$ cat src/rtl/sram_ctrl_pkg.sv
package sram_ctrl_pkg;

    typedef enum logic [2:0] {
        ST_IDLE,
        ST_RD,
        ST_WSETUP,
        ST_WPULSE,
        ST_WHOLD,
        ST_WREC
    } seq_state_e;

    // Ceiling of ns / period, never below one clock.
    function automatic int unsigned ns_to_cyc(input int unsigned ns, input int unsigned period_ns);
        int unsigned c;
        c = (ns + period_ns - 1) / period_ns;
        if (c < 1) c = 1;
        return c;
    endfunction

    function automatic int unsigned umax(input int unsigned a, input int unsigned b);
        return (a > b) ? a : b;
    endfunction

endpackage

$ cat src/rtl/sram_cycle_seq.sv
module sram_cycle_seq
    import sram_ctrl_pkg::*;
#(
    parameter int unsigned ADDR_W   = 13,
    parameter int unsigned DATA_W   = 8,
    parameter int unsigned CLK_NS   = 4,
    parameter int unsigned T_ACC_NS = 150,
    parameter int unsigned T_OE_NS  = 70,
    parameter int unsigned T_CE_NS  = 150,
    parameter int unsigned T_CYC_NS = 150,
    parameter int unsigned T_WP_NS  = 100,
    parameter int unsigned T_DS_NS  = 60,
    parameter int unsigned T_AS_NS  = 0,
    parameter int unsigned T_DH_NS  = 10,
    parameter int unsigned T_WR_NS  = 10
) (
    input  logic              clk,
    input  logic              rst_n,
    input  logic              req,
    input  logic              req_wr,
    input  logic [ADDR_W-1:0] req_addr,
    input  logic [DATA_W-1:0] req_wdata,
    output logic              busy,
    output logic              rd_cap,
    output logic              wr_fin,
    output logic [ADDR_W-1:0] mem_addr,
    output logic              mem_ce_n,
    output logic              mem_oe_n,
    output logic              mem_we_n,
    output logic [DATA_W-1:0] mem_dout,
    output logic              mem_dq_oe
);

    // Phase lengths in clocks.
    localparam int unsigned SETUP_C = ns_to_cyc(T_AS_NS, CLK_NS);
    localparam int unsigned PULSE_C = umax(ns_to_cyc(T_WP_NS, CLK_NS), ns_to_cyc(T_DS_NS, CLK_NS));
    localparam int unsigned HOLD_C  = ns_to_cyc(T_DH_NS, CLK_NS);
    localparam int unsigned CYC_C   = ns_to_cyc(T_CYC_NS, CLK_NS);
    localparam int unsigned USED_C  = SETUP_C + PULSE_C + HOLD_C;
    localparam int unsigned REC_C   = umax(ns_to_cyc(T_WR_NS, CLK_NS),
                                           (CYC_C > USED_C) ? (CYC_C - USED_C) : 0);
    localparam int unsigned READ_C  = umax(umax(ns_to_cyc(T_ACC_NS, CLK_NS), ns_to_cyc(T_OE_NS, CLK_NS)),
                                           umax(ns_to_cyc(T_CE_NS, CLK_NS), CYC_C));
    localparam int unsigned MAX_C   = umax(umax(READ_C, PULSE_C), umax(REC_C, umax(HOLD_C, SETUP_C)));
    localparam int unsigned CNT_W   = $clog2(MAX_C + 1);

    typedef struct packed {
        seq_state_e        st;
        logic [CNT_W-1:0]  cnt;
        logic [ADDR_W-1:0] addr;
        logic [DATA_W-1:0] wdata;
        logic              ce_n;
        logic              oe_n;
        logic              we_n;
        logic              dq_oe;
    } seq_regs_t;

    seq_regs_t r_q, r_d;
    logic      last_w;

    assign last_w = (r_q.cnt == '0);

    always_comb begin
        r_d = r_q;
        if (!last_w && r_q.st != ST_IDLE) r_d.cnt = r_q.cnt - 1'b1;
        unique case (r_q.st)
            ST_IDLE: begin
                if (req) begin
                    r_d.addr  = req_addr;
                    r_d.wdata = req_wdata;
                    if (req_wr) begin
                        r_d.st  = ST_WSETUP;
                        r_d.cnt = CNT_W'(SETUP_C - 1);
                    end else begin
                        r_d.st   = ST_RD;
                        r_d.cnt  = CNT_W'(READ_C - 1);
                        r_d.ce_n = 1'b0;
                        r_d.oe_n = 1'b0;
                    end
                end
            end
            ST_RD: begin
                if (last_w) begin
                    r_d.st   = ST_IDLE;
                    r_d.ce_n = 1'b1;
                    r_d.oe_n = 1'b1;
                end
            end
            ST_WSETUP: begin
                if (last_w) begin
                    r_d.st    = ST_WPULSE;
                    r_d.cnt   = CNT_W'(PULSE_C - 1);
                    r_d.ce_n  = 1'b0;
                    r_d.we_n  = 1'b0;
                    r_d.dq_oe = 1'b1;
                end
            end
            ST_WPULSE: begin
                if (last_w) begin
                    r_d.st   = ST_WHOLD;
                    r_d.cnt  = CNT_W'(HOLD_C - 1);
                    r_d.ce_n = 1'b1;
                    r_d.we_n = 1'b1;
                end
            end
            ST_WHOLD: begin
                if (last_w) begin
                    r_d.st    = ST_WREC;
                    r_d.cnt   = CNT_W'(REC_C - 1);
                    r_d.dq_oe = 1'b0;
                end
            end
            ST_WREC: begin
                if (last_w) r_d.st = ST_IDLE;
            end
            default: r_d.st = ST_IDLE;
        endcase
    end

    always_ff @(posedge clk) begin
        if (!rst_n) begin
            r_q       <= '0;
            r_q.st    <= ST_IDLE;
            r_q.ce_n  <= 1'b1;
            r_q.oe_n  <= 1'b1;
            r_q.we_n  <= 1'b1;
            r_q.dq_oe <= 1'b0;
        end else begin
            r_q <= r_d;
        end
    end

    assign busy      = (r_q.st != ST_IDLE);
    assign rd_cap    = (r_q.st == ST_RD) && last_w;
    assign wr_fin    = (r_q.st == ST_WREC) && last_w;
    assign mem_addr  = r_q.addr;
    assign mem_ce_n  = r_q.ce_n;
    assign mem_oe_n  = r_q.oe_n;
    assign mem_we_n  = r_q.we_n;
    assign mem_dout  = r_q.wdata;
    assign mem_dq_oe = r_q.dq_oe;

    // Length of the current write-enable low run, for the pulse-width check.
    logic [CNT_W:0] we_lo_q;
    always_ff @(posedge clk) begin
        if (!rst_n)        we_lo_q <= '0;
        else if (!mem_we_n) we_lo_q <= we_lo_q + 1'b1;
        else               we_lo_q <= '0;
    end

    AST_IDLE_QUIET: assert property (@(posedge clk) disable iff (!rst_n)
        !busy |-> (mem_ce_n && mem_we_n && mem_oe_n && !mem_dq_oe));
    AST_WE_INSIDE_CE: assert property (@(posedge clk) disable iff (!rst_n)
        !mem_we_n |-> !mem_ce_n);
    AST_PULSE_WIDTH: assert property (@(posedge clk) disable iff (!rst_n)
        $rose(mem_we_n) |-> (we_lo_q >= (CNT_W+1)'(PULSE_C)));
    AST_BUS_TURN: assert property (@(posedge clk) disable iff (!rst_n)
        $fell(mem_oe_n) |-> !$past(mem_dq_oe));
    AST_OE_QUIET_ON_WRITE: assert property (@(posedge clk) disable iff (!rst_n)
        (!mem_we_n || mem_dq_oe) |-> mem_oe_n);
    AST_ADDR_HELD: assert property (@(posedge clk) disable iff (!rst_n)
        busy |=> (!busy || $stable(mem_addr)));

endmodule

$ cat src/rtl/sram_rd_capture.sv
module sram_rd_capture #(
    parameter int unsigned DATA_W = 8
) (
    input  logic              clk,
    input  logic              rst_n,
    input  logic              rd_cap,
    input  logic              wr_fin,
    input  logic [DATA_W-1:0] mem_din,
    output logic [DATA_W-1:0] rdata,
    output logic              done
);

    typedef struct packed {
        logic [DATA_W-1:0] rdata;
        logic              done;
    } cap_regs_t;

    cap_regs_t c_q, c_d;

    always_comb begin
        c_d      = c_q;
        c_d.done = rd_cap || wr_fin;
        if (rd_cap) c_d.rdata = mem_din;
    end

    always_ff @(posedge clk) begin
        if (!rst_n) c_q <= '0;
        else        c_q <= c_d;
    end

    assign rdata = c_q.rdata;
    assign done  = c_q.done;

    AST_DONE_SINGLE: assert property (@(posedge clk) disable iff (!rst_n)
        done |=> !done);
    AST_ONE_FINISH: assert property (@(posedge clk) disable iff (!rst_n)
        !(rd_cap && wr_fin));

endmodule

$ cat src/rtl/sram_strobe_ctrl.sv
module sram_strobe_ctrl #(
    parameter int unsigned ADDR_W   = 13,
    parameter int unsigned DATA_W   = 8,
    parameter int unsigned CLK_NS   = 4,
    parameter int unsigned T_ACC_NS = 150,
    parameter int unsigned T_OE_NS  = 70,
    parameter int unsigned T_CE_NS  = 150,
    parameter int unsigned T_CYC_NS = 150,
    parameter int unsigned T_WP_NS  = 100,
    parameter int unsigned T_DS_NS  = 60,
    parameter int unsigned T_AS_NS  = 0,
    parameter int unsigned T_DH_NS  = 10,
    parameter int unsigned T_WR_NS  = 10
) (
    input  logic              clk,
    input  logic              rst_n,
    input  logic              req,
    input  logic              req_wr,
    input  logic [ADDR_W-1:0] req_addr,
    input  logic [DATA_W-1:0] req_wdata,
    output logic              busy,
    output logic              done,
    output logic [DATA_W-1:0] rdata,
    output logic [ADDR_W-1:0] mem_addr,
    output logic              mem_ce_n,
    output logic              mem_oe_n,
    output logic              mem_we_n,
    output logic [DATA_W-1:0] mem_dout,
    input  logic [DATA_W-1:0] mem_din,
    output logic              mem_dq_oe
);

    logic rd_cap_w;
    logic wr_fin_w;

    sram_cycle_seq #(
        .ADDR_W  (ADDR_W),
        .DATA_W  (DATA_W),
        .CLK_NS  (CLK_NS),
        .T_ACC_NS(T_ACC_NS),
        .T_OE_NS (T_OE_NS),
        .T_CE_NS (T_CE_NS),
        .T_CYC_NS(T_CYC_NS),
        .T_WP_NS (T_WP_NS),
        .T_DS_NS (T_DS_NS),
        .T_AS_NS (T_AS_NS),
        .T_DH_NS (T_DH_NS),
        .T_WR_NS (T_WR_NS)
    ) i_seq (
        .clk      (clk),
        .rst_n    (rst_n),
        .req      (req),
        .req_wr   (req_wr),
        .req_addr (req_addr),
        .req_wdata(req_wdata),
        .busy     (busy),
        .rd_cap   (rd_cap_w),
        .wr_fin   (wr_fin_w),
        .mem_addr (mem_addr),
        .mem_ce_n (mem_ce_n),
        .mem_oe_n (mem_oe_n),
        .mem_we_n (mem_we_n),
        .mem_dout (mem_dout),
        .mem_dq_oe(mem_dq_oe)
    );

    sram_rd_capture #(
        .DATA_W(DATA_W)
    ) i_cap (
        .clk    (clk),
        .rst_n  (rst_n),
        .rd_cap (rd_cap_w),
        .wr_fin (wr_fin_w),
        .mem_din(mem_din),
        .rdata  (rdata),
        .done   (done)
    );

    AST_DONE_ENDS_BUSY: assert property (@(posedge clk) disable iff (!rst_n)
        done |-> !busy);

endmodule

$ cat config.mk
export PLATFORM = sky130hd
export DESIGN_NAME = sram_strobe_ctrl
export DESIGN_NICKNAME = d
export VERILOG_FILES = /design/src/rtl/sram_ctrl_pkg.sv /design/src/rtl/sram_cycle_seq.sv /design/src/rtl/sram_rd_capture.sv /design/src/rtl/sram_strobe_ctrl.sv
export SDC_FILE = /design/constraint.sdc
export NUM_CORES = 1
export LEC_CHECK = 0
export BUFFER_PORTS_ARGS = -buffer_cell sky130_fd_sc_hd__clkbuf_2
export CELL_PAD_IN_SITES_DETAIL_PLACEMENT = 0
export CELL_PAD_IN_SITES_GLOBAL_PLACEMENT = 2
export CORE_ASPECT_RATIO = 0.7
export CORE_MARGIN = 8
export CORE_UTILIZATION = 31
export DETAILED_ROUTE_END_ITERATION = 8
export GPL_TIMING_DRIVEN = 1
export PLACE_DENSITY = 0.84
export SLEW_MARGIN = 20
export SYNTH_ARGS = -nofsm -noshare
export SYNTH_HDL_FRONTEND = slang
export SYNTH_SLANG_ARGS = --single-unit
export TNS_END_PERCENT = 1
$ cat constraint.sdc
create_clock -name clk -period 3 [get_ports clk]
set_input_delay 0.15 -clock clk [delete_from_list [all_inputs] [get_ports clk]]
set_output_delay 0.15 -clock clk [all_outputs]
set_load 0.02 [all_outputs]
==> metrics.md <==
| Metric | Value |
|---|---|
| Area taken by flip-flops and latches | approximately 860 sq um |
| Setup TNS | 0 ns |
| Total GRT Usage | 11.3% |
| Fin crit period | roughly 2.1 ns |
| CTS tree | built |
| Fmax | roughly 0.47 GHz |
| HPWL Detailed | between 3000 and 4000 microns |
| Setup Viol. Count Final | 0 |
| Status | completed |
| Skew-Pair Late Insertion Delay | about 0.29 ns |
| Number of synthesized register bits | 43 |
| Post-Route WL | between 5000 and 6000 microns |
| Fillers | about 740 |
| Io pins | 68 |
| Die Area | around 9900 sq um |
| CP Data Required Time | between 3 and 4 ns |
| Resize count post-CTS | 0 |
| Worst R2R End | i_cap.rdata[5] |
| DR iter-0 viols | 90 |
| Die span in y | 85.6 microns |
| Worst Hold Launch | req_wdata[7] |
| Core Region | roughly 6700 sq um |
| Period utilization | 71.0% |
| Fin. max-slew vios | 0 |
| DR WL/cell | around 14 microns |
| Die W | between 100 and 150 microns |
| Initial core utilization | 31.9% |
| DRC | 0 |
| Power Dens Cells | approximately 1000 nW/um^2 |
| Post-CTS setup buffer count | 0 |
| Area grow syn2layout | 14.6% |
| ANT cells | 0 |
| Type of the tightest min-delay check | input pin to flop |
| H-tree Lvls | 2 |
| WHS Endpoint | i_seq.mem_dout[7] |
| Max Root-Sink Buffers | 2 |
| Post-synthesis sequential area ratio | approximately 40% |
| TritonCTS buffer count | 5 |
| Max-cap viol count | 0 |
| Vias in the first global route | roughly 1800 |
| Nets | approximately 330 |
| CTS Hold Bufs | 0 |
| Rel. slew slack | about 46% |
| Largest net degree at the start of global routing | between 40 and 50 |
| Leakage power | approximately 1.1 nW |
| CTS sink count | 43 |
| Measured slew at the worst slew-check pin | between 0.8 and 0.9 ns |
| ANT nets after route | 0 |
| Total grt overflow | 0 |
| Flop2flop setup slack | around 0.87 ns |
| Crit-path max FO | 13 |
| Post-synth EDFFs | 0 |
| Clock Skew | ~0.0060 ns |
| Asr flop ratio synth | 0% |
| Path depth of the worst reg2reg path | 6 |
| Pre-antenna DRT Iters | 4 |
| VDD IR max | about 0.35 mV |
| GPL Wtd Cong | between 0.8 and 0.9 |
| Most common cell after layout, fill and taps aside | clkbuf_2 |
| Startpoint type of the worst setup path | flop |
| Syn Nets | 286 |
| Worst-path clk slew | around 0.080 ns |
| FF-to-FF Start | i_seq.r_q[25] |
| Top_reg_cell synth | dfxtp_1 |
| Ys Warns | 0 |
| Vias | between 1500 and 2000 |
| Share of layout cells above drive strength 1 | 27.1% |
| Most frequent cells in the layout | clkbuf_2, nand2_1, dfxtp_1 |
| Critical path type | flop to flop |
| Final Hold Viols | 0 |
| Root buf cell | clkbuf_8 |
| # rows | 25 |
| Post-synth cell types | 44 |
| Pwr Total | 2.56 mW |
| Wire length of the first global-routing pass | roughly 9100 microns |
| Multi-input logic area | 1020 sq um |
| Hold Path Stages | 3 |
| Synth Cell Area | 2140 sq um |
| Count of buffers from port buffering | between 60 and 70 |
| Syn_area_per_cell | between 8 and 9 sq um |
| Nature of the critical path endpoint | flop |
| RSZ-0062 raised after global routing | no |
| Antenna violations before repair | 0 |
| Critical path arrival | roughly 2.3 ns |
| Via-per-instance ratio | roughly 4.5 |
| Cells after Synth | 252 |
synthesized netlist by cell type, types with 2 or more instances:
| library cell | n | area (sq um) |
|---|---|---|
| nand2_1 | 47 | 176 |
| dfxtp_1 | 43 | 861 |
| a21boi_0 | 23 | 173 |
| buf_4 | 22 | 165 |
| a21oi_1 | 13 | 65.1 |
| nor2b_1 | 12 | 75.1 |
| mux2i_1 | 10 | 100 |
| clkbuf_1 | 8 | 30.0 |
| nor2_1 | 7 | 26.3 |
| nor3_1 | 7 | 35.0 |
| inv_1 | 6 | 22.5 |
| nand3_1 | 6 | 30.0 |
| buf_2 | 5 | 25.0 |
| o21ai_0 | 4 | 20.0 |
| a211oi_1 | 2 | 15.0 |
| and2_1 | 2 | 12.5 |
| buf_6 | 2 | 22.5 |
| nand2b_1 | 2 | 12.5 |
| nand3b_1 | 2 | 15.0 |
| nor3b_4 | 2 | 37.5 |
| o211ai_1 | 2 | 15.0 |
| o21a_1 | 2 | 15.0 |
| o221ai_1 | 2 | 17.5 |
sequential cells by signal, summed over array words and instances, names as in the netlist:
register	flops
i_seq.mem_we_n	1
i_cap.done	1
i_seq.r_q	9
i_cap.rdata	8
i_seq.mem_addr	13
i_seq.mem_oe_n	1
i_seq.mem_dq_oe	1
i_seq.mem_ce_n	1
i_seq.mem_dout	8
layer usage:
| metal | vias to the layer above | share of wire [%] | global-route usage, % | wire length, microns |
|---|---|---|---|---|
| met2 | 56 | 39 | 14.6 | 2110 |
| met4 | 0 | 1.1 | 4.04 | 58 |
| li1 | 917 | - | - | - |
| met5 | - | 0 | 0 | 0 |
| met3 | 4 | 7.9 | 3.86 | 430 |
| met1 | 763 | 52 | 16.5 | 2850 |
critical path, stage by stage (launching register included):
cell and delay [ns]:
dfxtp_1 0.35, inv_1 0.09, ha_1 0.19, nor3b_4 0.47, nand3_1 0.54, mux2i_1 0.30, nor2b_1 0.07
final cells by class:
cell class              instances  share of cell area [%]
well taps                      94                    4.79
clock buffers                   6                    3.36
repair buffers                 69                    14.3
flip-flops and latches         43                    35.0
multi-input cells             166                    41.4
inverters                       6                   0.916
clock inverters                 1                   0.204
cell families after synthesis:
family          count (synthesis)  synth area share (%)
simple gates                   94                  22.2
compound gates                 59                  19.3
buf+inv                        43                  12.4
flops                          43                  40.1
mux                            10                  4.67
xor+xnor                        2                 0.817
fa+ha+maj                       1                 0.583
per-stage QoR:
| step | hold slack, ns | area [sq um] | util [%] | setup WS (ns) | cells |
|---|---|---|---|---|---|
| detailed placement | 0.394 | 2370 | 35.2 | 0.852 | 378 |
| CTS | 0.0797 | 2460 | 36.5 | 0.848 | 385 |
| floorplan | 0.295 | 2140 | - | 1.44 | 252 |
| finish | 0.0885 | 2460 | 36.5 | 0.871 | 385 |
| global placement | 0.390 | 2370 | 35.2 | 0.941 | 378 |
| global route | 0.0861 | 2460 | 36.5 | 0.617 | 385 |
power by group:
| group | switching, mW | total (mW) | internal (mW) |
|---|---|---|---|
| clock network | 0.194 | 0.375 | 0.181 |
| logic | 0.790 | 1.28 | 0.495 |
| registers | 0.178 | 0.902 | 0.724 |
| total | 1.16 | 2.56 | 1.40 |
how the worst max path moves through the flow:
stage,start,endpoint,slack (ns),cells past startpoint
finish,i_seq.r_q[25],i_cap.rdata[5],0.87,6
global route,i_seq.r_q[25],i_cap.rdata[7],0.62,6
CTS,i_seq.r_q[25],i_cap.rdata[5],0.85,6
detailed placement,i_seq.r_q[25],i_cap.rdata[6],0.85,6
global placement,i_seq.r_q[31],i_cap.rdata[6],0.94,4
floorplan,i_seq.r_q[25],i_seq.r_q[26],1.44,6
Note: power is estimated with default switching activity, not from simulation.
